**config.mk**
```make
export PLATFORM = sky130hd
export DESIGN_NAME = flash_prog_seq
export DESIGN_NICKNAME = d
export VERILOG_FILES = /design/src/rtl/fps_pkg.sv /design/src/rtl/fps_step_timer.sv /design/src/rtl/fps_addr_track.sv /design/src/rtl/fps_byte_cmp.sv /design/src/rtl/flash_prog_seq.sv
export SDC_FILE = /design/constraint.sdc
export NUM_CORES = 1
export LEC_CHECK = 0
export ABC_AREA = 1
export CAP_MARGIN = 20
export CORE_MARGIN = 3
export CORE_UTILIZATION = 48
export DETAILED_ROUTE_END_ITERATION = 6
export DONT_BUFFER_PORTS = 1
export PLACE_DENSITY = 0.66
export SLEW_MARGIN = 20
export SYNTH_ARGS = -nofsm -noshare
export SYNTH_HDL_FRONTEND = slang
export SYNTH_SLANG_ARGS = --single-unit
```
**constraint.sdc**
```tcl
create_clock -name clk -period 5.55 [get_ports clk]
set_input_delay 0.2775 -clock clk [delete_from_list [all_inputs] [get_ports clk]]
set_output_delay 0.2775 -clock clk [all_outputs]
set_load 0.005 [all_outputs]
```
**src/rtl/fps_pkg.sv**
```systemverilog
package fps_pkg;

  localparam logic [3:0] MODE_IDLE  = 4'b0000;
  localparam logic [3:0] MODE_WRITE = 4'b0111;
  localparam logic [3:0] MODE_READ  = 4'b0011;
  localparam logic [3:0] MODE_ERASE = 4'b1000;

  typedef enum logic [4:0] {
    S_IDLE, S_INIT, S_RST_HI,
    S_ER_MODE, S_ER_HV, S_ER_PULSE, S_ER_REL, S_ER_HVDN,
    S_WR_SETUP, S_WR_HV, S_WR_PULSE, S_WR_REL,
    S_RD_HVDN, S_WAIT_END, S_VERIFY,
    S_ADV_HI, S_ADV_LO, S_FIN_ADV, S_FIN_RST
  } state_t;

  typedef struct packed {
    logic       rst;
    logic       hv;
    logic       prog;
    logic       adv;
    logic       oe;
    logic [3:0] mode;
  } pins_t;

  // Pin levels held by the target interface in each state
  function automatic pins_t pins_of(state_t s);
    pins_t p;
    p = '{rst: 1'b1, hv: 1'b0, prog: 1'b1, adv: 1'b0, oe: 1'b0, mode: MODE_IDLE};
    case (s)
      S_IDLE, S_INIT, S_FIN_RST: begin p.rst = 1'b0; p.prog = 1'b0; end
      S_ER_MODE, S_ER_HVDN:      p.mode = MODE_ERASE;
      S_ER_HV, S_ER_REL:         begin p.mode = MODE_ERASE; p.hv = 1'b1; end
      S_ER_PULSE:                begin p.mode = MODE_ERASE; p.hv = 1'b1; p.prog = 1'b0; end
      S_WR_SETUP:                begin p.mode = MODE_WRITE; p.oe = 1'b1; end
      S_WR_HV, S_WR_REL:         begin p.mode = MODE_WRITE; p.oe = 1'b1; p.hv = 1'b1; end
      S_WR_PULSE:                begin p.mode = MODE_WRITE; p.oe = 1'b1; p.hv = 1'b1; p.prog = 1'b0; end
      S_RD_HVDN, S_WAIT_END, S_VERIFY, S_ADV_LO: p.mode = MODE_READ;
      S_ADV_HI:                  begin p.mode = MODE_READ; p.adv = 1'b1; end
      default:                   ;
    endcase
    return p;
  endfunction

endpackage

```
**src/rtl/fps_step_timer.sv**
```systemverilog
module fps_step_timer #(
  parameter int W = 8
) (
  input  logic         clk,
  input  logic         rst,
  input  logic         load,
  input  logic [W-1:0] load_val,
  output logic         expired
);
  logic [W-1:0] cnt_q;

  always_ff @(posedge clk) begin
    if (rst)              cnt_q <= '0;
    else if (load)        cnt_q <= load_val;
    else if (cnt_q != '0) cnt_q <= cnt_q - 1'b1;
  end

  assign expired = (cnt_q == '0);
endmodule

```
**src/rtl/fps_addr_track.sv**
```systemverilog
module fps_addr_track #(
  parameter int ADDR_W = 11,
  localparam int CNT_W = ADDR_W + 1
) (
  input  logic              clk,
  input  logic              rst,
  input  logic              clr,
  input  logic [CNT_W-1:0]  count_in,
  input  logic              inc,
  output logic [ADDR_W-1:0] addr,
  output logic              reached
);
  localparam logic [CNT_W-1:0] DEPTH = CNT_W'(1) << ADDR_W;

  logic [CNT_W-1:0] addr_q;
  logic [CNT_W-1:0] count_q;

  always_ff @(posedge clk) begin
    if (rst) begin
      addr_q  <= '0;
      count_q <= '0;
    end else if (clr) begin
      addr_q  <= '0;
      count_q <= (count_in > DEPTH) ? DEPTH : count_in;
    end else if (inc) begin
      addr_q  <= addr_q + 1'b1;
    end
  end

  assign addr    = addr_q[ADDR_W-1:0];
  assign reached = (addr_q == count_q);

  AST_ADDR_WITHIN_COUNT: assert property (@(posedge clk) disable iff (rst)
    addr_q <= count_q);
  AST_COUNT_CLAMPED: assert property (@(posedge clk) disable iff (rst)
    count_q <= DEPTH);
endmodule

```
**src/rtl/fps_byte_cmp.sv**
```systemverilog
module fps_byte_cmp #(
  parameter int DATA_W = 8
) (
  input  logic [DATA_W-1:0] expect_b,
  input  logic [DATA_W-1:0] got_b,
  output logic              full_match,
  output logic              poll_match
);
  assign full_match = (expect_b == got_b);
  assign poll_match = (expect_b[DATA_W-1] == got_b[DATA_W-1]);
endmodule

```
**src/rtl/flash_prog_seq.sv**
```systemverilog
module flash_prog_seq
  import fps_pkg::*;
#(
  parameter int ADDR_W    = 11,
  parameter int SETUP_CYC = 25,
  parameter int PULSE_CYC = 50,
  parameter int ERASE_CYC = 500000,
  parameter int TMO_CYC   = 250000
) (
  input  logic                clk,
  input  logic                rst,
  input  logic                start,
  input  logic                erase_en,
  input  logic                use_poll,
  input  logic [ADDR_W:0]     byte_count,
  output logic [ADDR_W-1:0]   src_addr,
  input  logic [7:0]          src_data,
  output logic                tgt_rst,
  output logic                tgt_hv,
  output logic                tgt_prog,
  output logic                tgt_adv,
  output logic [3:0]          tgt_mode,
  output logic [7:0]          tgt_data_out,
  output logic                tgt_data_oe,
  input  logic                tgt_rdy,
  input  logic [7:0]          tgt_data_in,
  output logic                busy,
  output logic                done,
  output logic                error,
  output logic [ADDR_W-1:0]   fail_addr
);
  localparam int MAX_AB = (SETUP_CYC > PULSE_CYC) ? SETUP_CYC : PULSE_CYC;
  localparam int MAX_CD = (ERASE_CYC > TMO_CYC) ? ERASE_CYC : TMO_CYC;
  localparam int MAXD   = (MAX_AB > MAX_CD) ? MAX_AB : MAX_CD;
  localparam int TMR_W  = $clog2(MAXD) + 1;

  state_t           state, state_n;
  pins_t            pins_q;
  logic             tmr_load, tmr_exp;
  logic [TMR_W-1:0] tmr_val;
  logic             erase_q, poll_q;
  logic [7:0]       data_q;
  logic             reached, inc, accept, fail_evt;
  logic             full_match, poll_match, end_seen;
  logic [ADDR_W-1:0] cur_addr;

  assign accept = (state == S_IDLE) && start;
  assign inc    = (state == S_VERIFY) && (state_n == S_ADV_HI);

  fps_step_timer #(.W(TMR_W)) u_timer (
    .clk(clk), .rst(rst), .load(tmr_load), .load_val(tmr_val), .expired(tmr_exp)
  );

  fps_addr_track #(.ADDR_W(ADDR_W)) u_track (
    .clk(clk), .rst(rst), .clr(accept), .count_in(byte_count),
    .inc(inc), .addr(cur_addr), .reached(reached)
  );

  fps_byte_cmp #(.DATA_W(8)) u_cmp (
    .expect_b(data_q), .got_b(tgt_data_in),
    .full_match(full_match), .poll_match(poll_match)
  );

  assign end_seen = poll_q ? poll_match : tgt_rdy;

  always_comb begin
    state_n  = state;
    fail_evt = 1'b0;
    case (state)
      S_IDLE:     if (start) state_n = S_INIT;
      S_INIT:     if (tmr_exp) state_n = S_RST_HI;
      S_RST_HI:   if (tmr_exp) state_n = erase_q ? S_ER_MODE : (reached ? S_FIN_ADV : S_WR_SETUP);
      S_ER_MODE:  if (tmr_exp) state_n = S_ER_HV;
      S_ER_HV:    if (tmr_exp) state_n = S_ER_PULSE;
      S_ER_PULSE: if (tmr_exp) state_n = S_ER_REL;
      S_ER_REL:   if (tmr_exp) state_n = S_ER_HVDN;
      S_ER_HVDN:  if (tmr_exp) state_n = reached ? S_FIN_ADV : S_WR_SETUP;
      S_WR_SETUP: if (tmr_exp) state_n = S_WR_HV;
      S_WR_HV:    if (tmr_exp) state_n = S_WR_PULSE;
      S_WR_PULSE: if (tmr_exp) state_n = S_WR_REL;
      S_WR_REL:   if (tmr_exp) state_n = S_RD_HVDN;
      S_RD_HVDN:  if (tmr_exp) state_n = S_WAIT_END;
      S_WAIT_END: begin
        if (end_seen) state_n = S_VERIFY;
        else if (tmr_exp) begin
          state_n  = S_FIN_ADV;
          fail_evt = 1'b1;
        end
      end
      S_VERIFY: begin
        if (tmr_exp) begin
          if (full_match) state_n = S_ADV_HI;
          else begin
            state_n  = S_FIN_ADV;
            fail_evt = 1'b1;
          end
        end
      end
      S_ADV_HI:   if (tmr_exp) state_n = S_ADV_LO;
      S_ADV_LO:   if (tmr_exp) state_n = reached ? S_FIN_ADV : S_WR_SETUP;
      S_FIN_ADV:  if (tmr_exp) state_n = S_FIN_RST;
      S_FIN_RST:  if (tmr_exp) state_n = S_IDLE;
      default:    state_n = S_IDLE;
    endcase
  end

  always_comb begin
    tmr_load = (state_n != state);
    case (state_n)
      S_ER_PULSE: tmr_val = TMR_W'(ERASE_CYC - 1);
      S_WR_PULSE: tmr_val = TMR_W'(PULSE_CYC - 1);
      S_WAIT_END: tmr_val = TMR_W'(TMO_CYC - 1);
      default:    tmr_val = TMR_W'(SETUP_CYC - 1);
    endcase
  end

  function automatic logic in_byte_span(state_t s);
    return (s == S_WR_SETUP) || (s == S_WR_HV) || (s == S_WR_PULSE) || (s == S_WR_REL) ||
           (s == S_RD_HVDN) || (s == S_WAIT_END) || (s == S_VERIFY);
  endfunction

  always_ff @(posedge clk) begin
    if (rst) begin
      state     <= S_IDLE;
      pins_q    <= pins_of(S_IDLE);
      busy      <= 1'b0;
      done      <= 1'b0;
      error     <= 1'b0;
      fail_addr <= '0;
      erase_q   <= 1'b0;
      poll_q    <= 1'b0;
      data_q    <= '0;
    end else begin
      state  <= state_n;
      pins_q <= pins_of(state_n);
      busy   <= (state_n != S_IDLE);
      if (!in_byte_span(state)) data_q <= src_data;
      if (accept) begin
        erase_q <= erase_en;
        poll_q  <= use_poll;
        done    <= 1'b0;
        error   <= 1'b0;
      end
      if (fail_evt) begin
        error     <= 1'b1;
        fail_addr <= cur_addr;
      end
      if (state == S_FIN_RST && state_n == S_IDLE) done <= 1'b1;
    end
  end

  assign src_addr     = cur_addr;
  assign tgt_rst      = pins_q.rst;
  assign tgt_hv       = pins_q.hv;
  assign tgt_prog     = pins_q.prog;
  assign tgt_adv      = pins_q.adv;
  assign tgt_data_oe  = pins_q.oe;
  assign tgt_mode     = pins_q.mode;
  assign tgt_data_out = data_q;

  AST_HV_NEEDS_RST: assert property (@(posedge clk) disable iff (rst)
    tgt_hv |-> tgt_rst);
  AST_DRIVE_ONLY_WRITE: assert property (@(posedge clk) disable iff (rst)
    tgt_data_oe |-> (tgt_mode == MODE_WRITE));
  AST_ADV_HV_LOW: assert property (@(posedge clk) disable iff (rst)
    tgt_adv |-> (!tgt_hv && !tgt_data_oe));
  AST_STROBE_HOLDS_MODE: assert property (@(posedge clk) disable iff (rst)
    (tgt_rst && !tgt_prog && $past(tgt_rst && !tgt_prog)) |-> ($stable(tgt_mode) && $stable(tgt_hv)));
  AST_ADV_LOW_AT_RST_FALL: assert property (@(posedge clk) disable iff (rst)
    $fell(tgt_rst) |-> !$past(tgt_adv));
  AST_DONE_NOT_BUSY: assert property (@(posedge clk) disable iff (rst)
    done |-> !busy);
  AST_READ_HV_LOW: assert property (@(posedge clk) disable iff (rst)
    (tgt_mode == MODE_READ) |-> !tgt_hv);
  AST_ERR_SETS_ONCE_BUSY: assert property (@(posedge clk) disable iff (rst)
    $rose(error) |-> busy);
endmodule

```
==> Flow_metrics.wiki <==
{| class="wikitable"
! Metric !! Value
|-
| Outcome || complete, no violations
|-
| Number of global-route vias before repair || 3,729
|-
| Clock sink count || 81
|-
| Core ar. || between 8000 and 9000 sq um
|-
| Layout cell share with drive strength beyond 1 || between 10 and 15%
|-
| Count of pins on the block boundary || 76
|-
| Clock latency on the worst-skew pair || 360 ps
|-
| Number of buffers added by the clock tree synthesis step || 9
|-
| Die width || slightly above 100 um
|-
| Leading cell type in the layout, fill and taps excluded || nand2_1
|-
| Total gr overflow || 0
|-
| Sequential area share after synthesis || 36.52%
|-
| Total DRC errors in the routed layout || 0
|-
| Unrepaired setup endpoints after global routing || false
|-
| Buffering stage count on the worst path with inverters included || 3
|-
| Syn_nets || 660
|-
| Worst clock skew on the final layout || between 15 and 20 ps
|-
| Final Net Count || 649
|-
| Most frequent cells in the layout || nand2_1, dfxtp_1, nor2_1, inv_1, a21oi_1
|-
| Layout area overhead || 5.494%
|-
| Master of the slowest instance on the critical path || dfxtp_1
|-
| First drt pass iteration count || 5
|-
| Vias || about 4,000
|-
| Remaining antenna violation count after routing || 0
|-
| Worst path arrival time || approximately 2900 ps
|-
| Post-synth design cell area || between 4000 and 5000 sq um
|-
| Post-placement worst setup slack || slightly below 3000 ps
|-
| Number of antenna violations at the first check in global routing || 0
|-
| Number of unique standard cell types used by synthesis || 48
|-
| Maximum clock insertion buffer count || 2
|-
| Worst slew margin relative to its limit || between 40% and 50%
|-
| HPWL Detailed || around 8.5 mm
|-
| Number of DRC markers after the initial detailed-route iteration || approximately 260
|-
| Flip-flop and latch area || 1622 sq um
|-
| Share of the synthesized area in the top cell type || a little over a third
|-
| Wire length of the first global-routing pass || between 15 and 20 mm
|-
| Routed length per placed instance || about 15 um
|-
| Total setup buffers inserted after CTS || 0
|-
| Number of inserted filler cells in the final layout || 881
|-
| CTS root buf || clkbuf_8
|-
| Peak supply drop || between 200 and 250 uV
|-
| Leading cell types by total area after synthesis || dfxtp_1, nand2_1, nor2_1, inv_1, a21oi_1
|-
| CP Data Required Time || a little under 6000 ps
|-
| Worst-margin pin slew || about 840 ps
|-
| Instance area at placement || between 4000 and 5000 sq um
|-
| Largest delay share family, worst path || simple AND/OR/NAND/NOR gates
|-
| Number of slew-limit violations in the final report || 0
|-
| Post-synthesis instance total || around 620
|-
| Syn avg cell area || slightly above 7 sq um
|-
| Routability-driven placement congestion ratio || about 0.94
|-
| Class of the worst hold path || in -> reg
|-
| Total power per unit cell area || approximately 570 nW/um^2
|-
| Antenna cell count || 0
|-
| Number of standard cells in the layout, taps in and fillers out || slightly above 700
|-
| Library cell occupying the most area in the post-synthesis netlist || dfxtp_1
|-
| Hold Vio Cnt, Final || 0
|-
| Slowest cell delay on critical path || 360 ps
|-
| Number of enable-type register cells in the synthesized netlist || 0
|-
| Static Leakage || around 2.1 nW
|-
| Final critical-path setup slack || approximately 2900 ps
|-
| Fmax || approximately 380 MHz
|-
| Register bit total from synthesis || around 80
|-
| Number of max-cap violations || 0
|-
| Count of warnings emitted by yosys || 0
|-
| Setup total negative slack || 0 ps
|-
| Top fanout value on the critical path || 19
|-
| Synth async-reset ratio || 0%
|-
| Largest net degree at the start of global routing || 26
|-
| Row Count || 34
|-
| Total instance count after detailed placement || roughly 700
|-
| Predominant post-synthesis flop cell || dfxtp_1
|-
| Worst-path clk slew || around 90 ps
|-
| Overall die height || slightly above 100 um
|-
| Setup-failing EPs final || 0
|-
| Overall routing resource usage || roughly 22%
|-
| Cells along the critical path || inv_1 -> ha_1 -> nand2_2 -> nor2_4 -> nand3b_4 -> nor2_4 -> nand3_4 -> inv_2 -> nor2_1 -> a21oi_4 -> nand3_1 -> clkinv_1 -> nand2_4 -> nand2_1 -> nand2_1 -> nor2_1
|-
| Area used by multi-input combinational logic || 2379 sq um
|-
| Routed via count divided by cell count || 5.537
|-
| TritonCTS clock tree || done
|-
| Total Die Area || 10,440 sq um
|-
| Initial cell density of the core || ~50%
|-
| Period Utilization, post-route || a little under half
|-
| Cell area after layout || around 4700 sq um
|-
| Classification of the worst setup path || reg -> reg
|-
| Category of the worst setup path launch point || flip-flop
|-
| H-Tree Level Count || 3
|-
| Final critical path time including I/O delays and setup || around 2600 ps
|-
| Count of input and output buffers || 0
|-
| Total length of routed wires || ~11 mm
|-
| Critical path capture point type || flip-flop
|}
[state kept, by name, summed over array words and instances (netlist names)]
| signal | cells |
|---|---|
| busy | 1 |
| poll_q | 1 |
| tgt_rst | 1 |
| done | 1 |
| tgt_data_oe | 1 |
| fail_addr | 11 |
| tgt_data_out | 8 |
| tgt_adv | 1 |
| u_timer.cnt_q | 20 |
| tgt_prog | 1 |
| state | 5 |
| error | 1 |
| tgt_hv | 1 |
| tgt_mode | 3 |
| u_track.count_q | 12 |
| u_track.addr_q | 12 |
| erase_q | 1 |
[Yosys cell counts, types with 3 or more instances]
| master | instances |
|---|---|
| nor2_2 | 3 |
| or2_2 | 3 |
| nor2_4 | 5 |
| o21ai_0 | 38 |
| nand2_1 | 123 |
| nand2_4 | 4 |
| nor3_1 | 15 |
| nand3_1 | 31 |
| buf_4 | 12 |
| a21oi_1 | 44 |
| o22ai_1 | 6 |
| nor2_1 | 72 |
| inv_1 | 71 |
| xnor2_1 | 19 |
| xor2_1 | 11 |
| nand2_2 | 14 |
| clkbuf_1 | 9 |
| o21bai_1 | 3 |
| inv_2 | 6 |
| o21ai_1 | 5 |
| nor4_1 | 3 |
| dfxtp_1 | 81 |
| nand3_2 | 3 |
| nand4_1 | 14 |
[logic make-up after synthesis]
logic type	after synthesis	share of synthesized area [%]
AND/OR/NAND/NOR	301	33.62
AO/OA/AOI/OAI	107	13.47
buffers and inverters	103	9.918
flip-flops	81	36.52
XOR/XNOR	30	5.917
adder cells (fa/ha/maj)	2	0.5634
[through the flow]
| step | total power, mW | hold WS [ps] | utilization, % |
|---|---|---|---|
| 5_1_grt | 2.881 | 18.70 | 52.94 |
| 2_1_floorplan | 1.897 | 361.1 | - |
| 3_5_place_dp | 2.149 | 344.3 | 50.21 |
| 4_1_cts | 2.669 | 17.33 | 52.94 |
| 3_3_place_gp | 2.146 | 343.5 | 50.21 |
| 6_report | 2.669 | 29.29 | 52.94 |
[per-layer routing]
layer | wire [um] | vias to the layer above | GRT usage (%) | part of all wire (%)
li1 | - | 1995 | - | -
met5 | 0 | - | 0 | 0
met3 | 824 | 21 | 6.758 | 7.4
met1 | 5189 | 1853 | 30.50 | 46
met2 | 4985 | 151 | 35.08 | 45
met4 | 184 | 0 | 5.752 | 1.6
[power by group]
part / internal (mW) / switching [mW] / total, mW
logic: 0.463 / 0.880 / 1.34
clock network: 0.263 / 0.245 / 0.508
registers: 0.701 / 0.118 / 0.819
[final timing paths]
| check | startpoint | end | slack, ps | cells after the start |
|---|---|---|---|---|
| max | u_timer.cnt_q[0] | u_timer.cnt_q[15] | 2930 | 16 |
| min | use_poll | poll_q | 30 | 2 |
| min reg2reg | tgt_data_out[4] | tgt_data_out[4] | 490 | 2 |
| max reg2reg | u_timer.cnt_q[0] | u_timer.cnt_q[15] | 2930 | 16 |
[repair_timing]
item                                   CTS  global route
endpoints found under the hold margin   20             0
gates resized for setup                  0             0
hold buffers                             1             0
[final cells by class]
class	instances	share of cell area, %
well taps	108	2.885
clock inverters	7	2.297
inverters	80	6.571
repair buffers	1	0.2137
flip-flops and latches	81	34.62
multi-input cells	440	50.77
clock buffers	9	2.644
No activity file was read; power rests on OpenSTA's default activity.
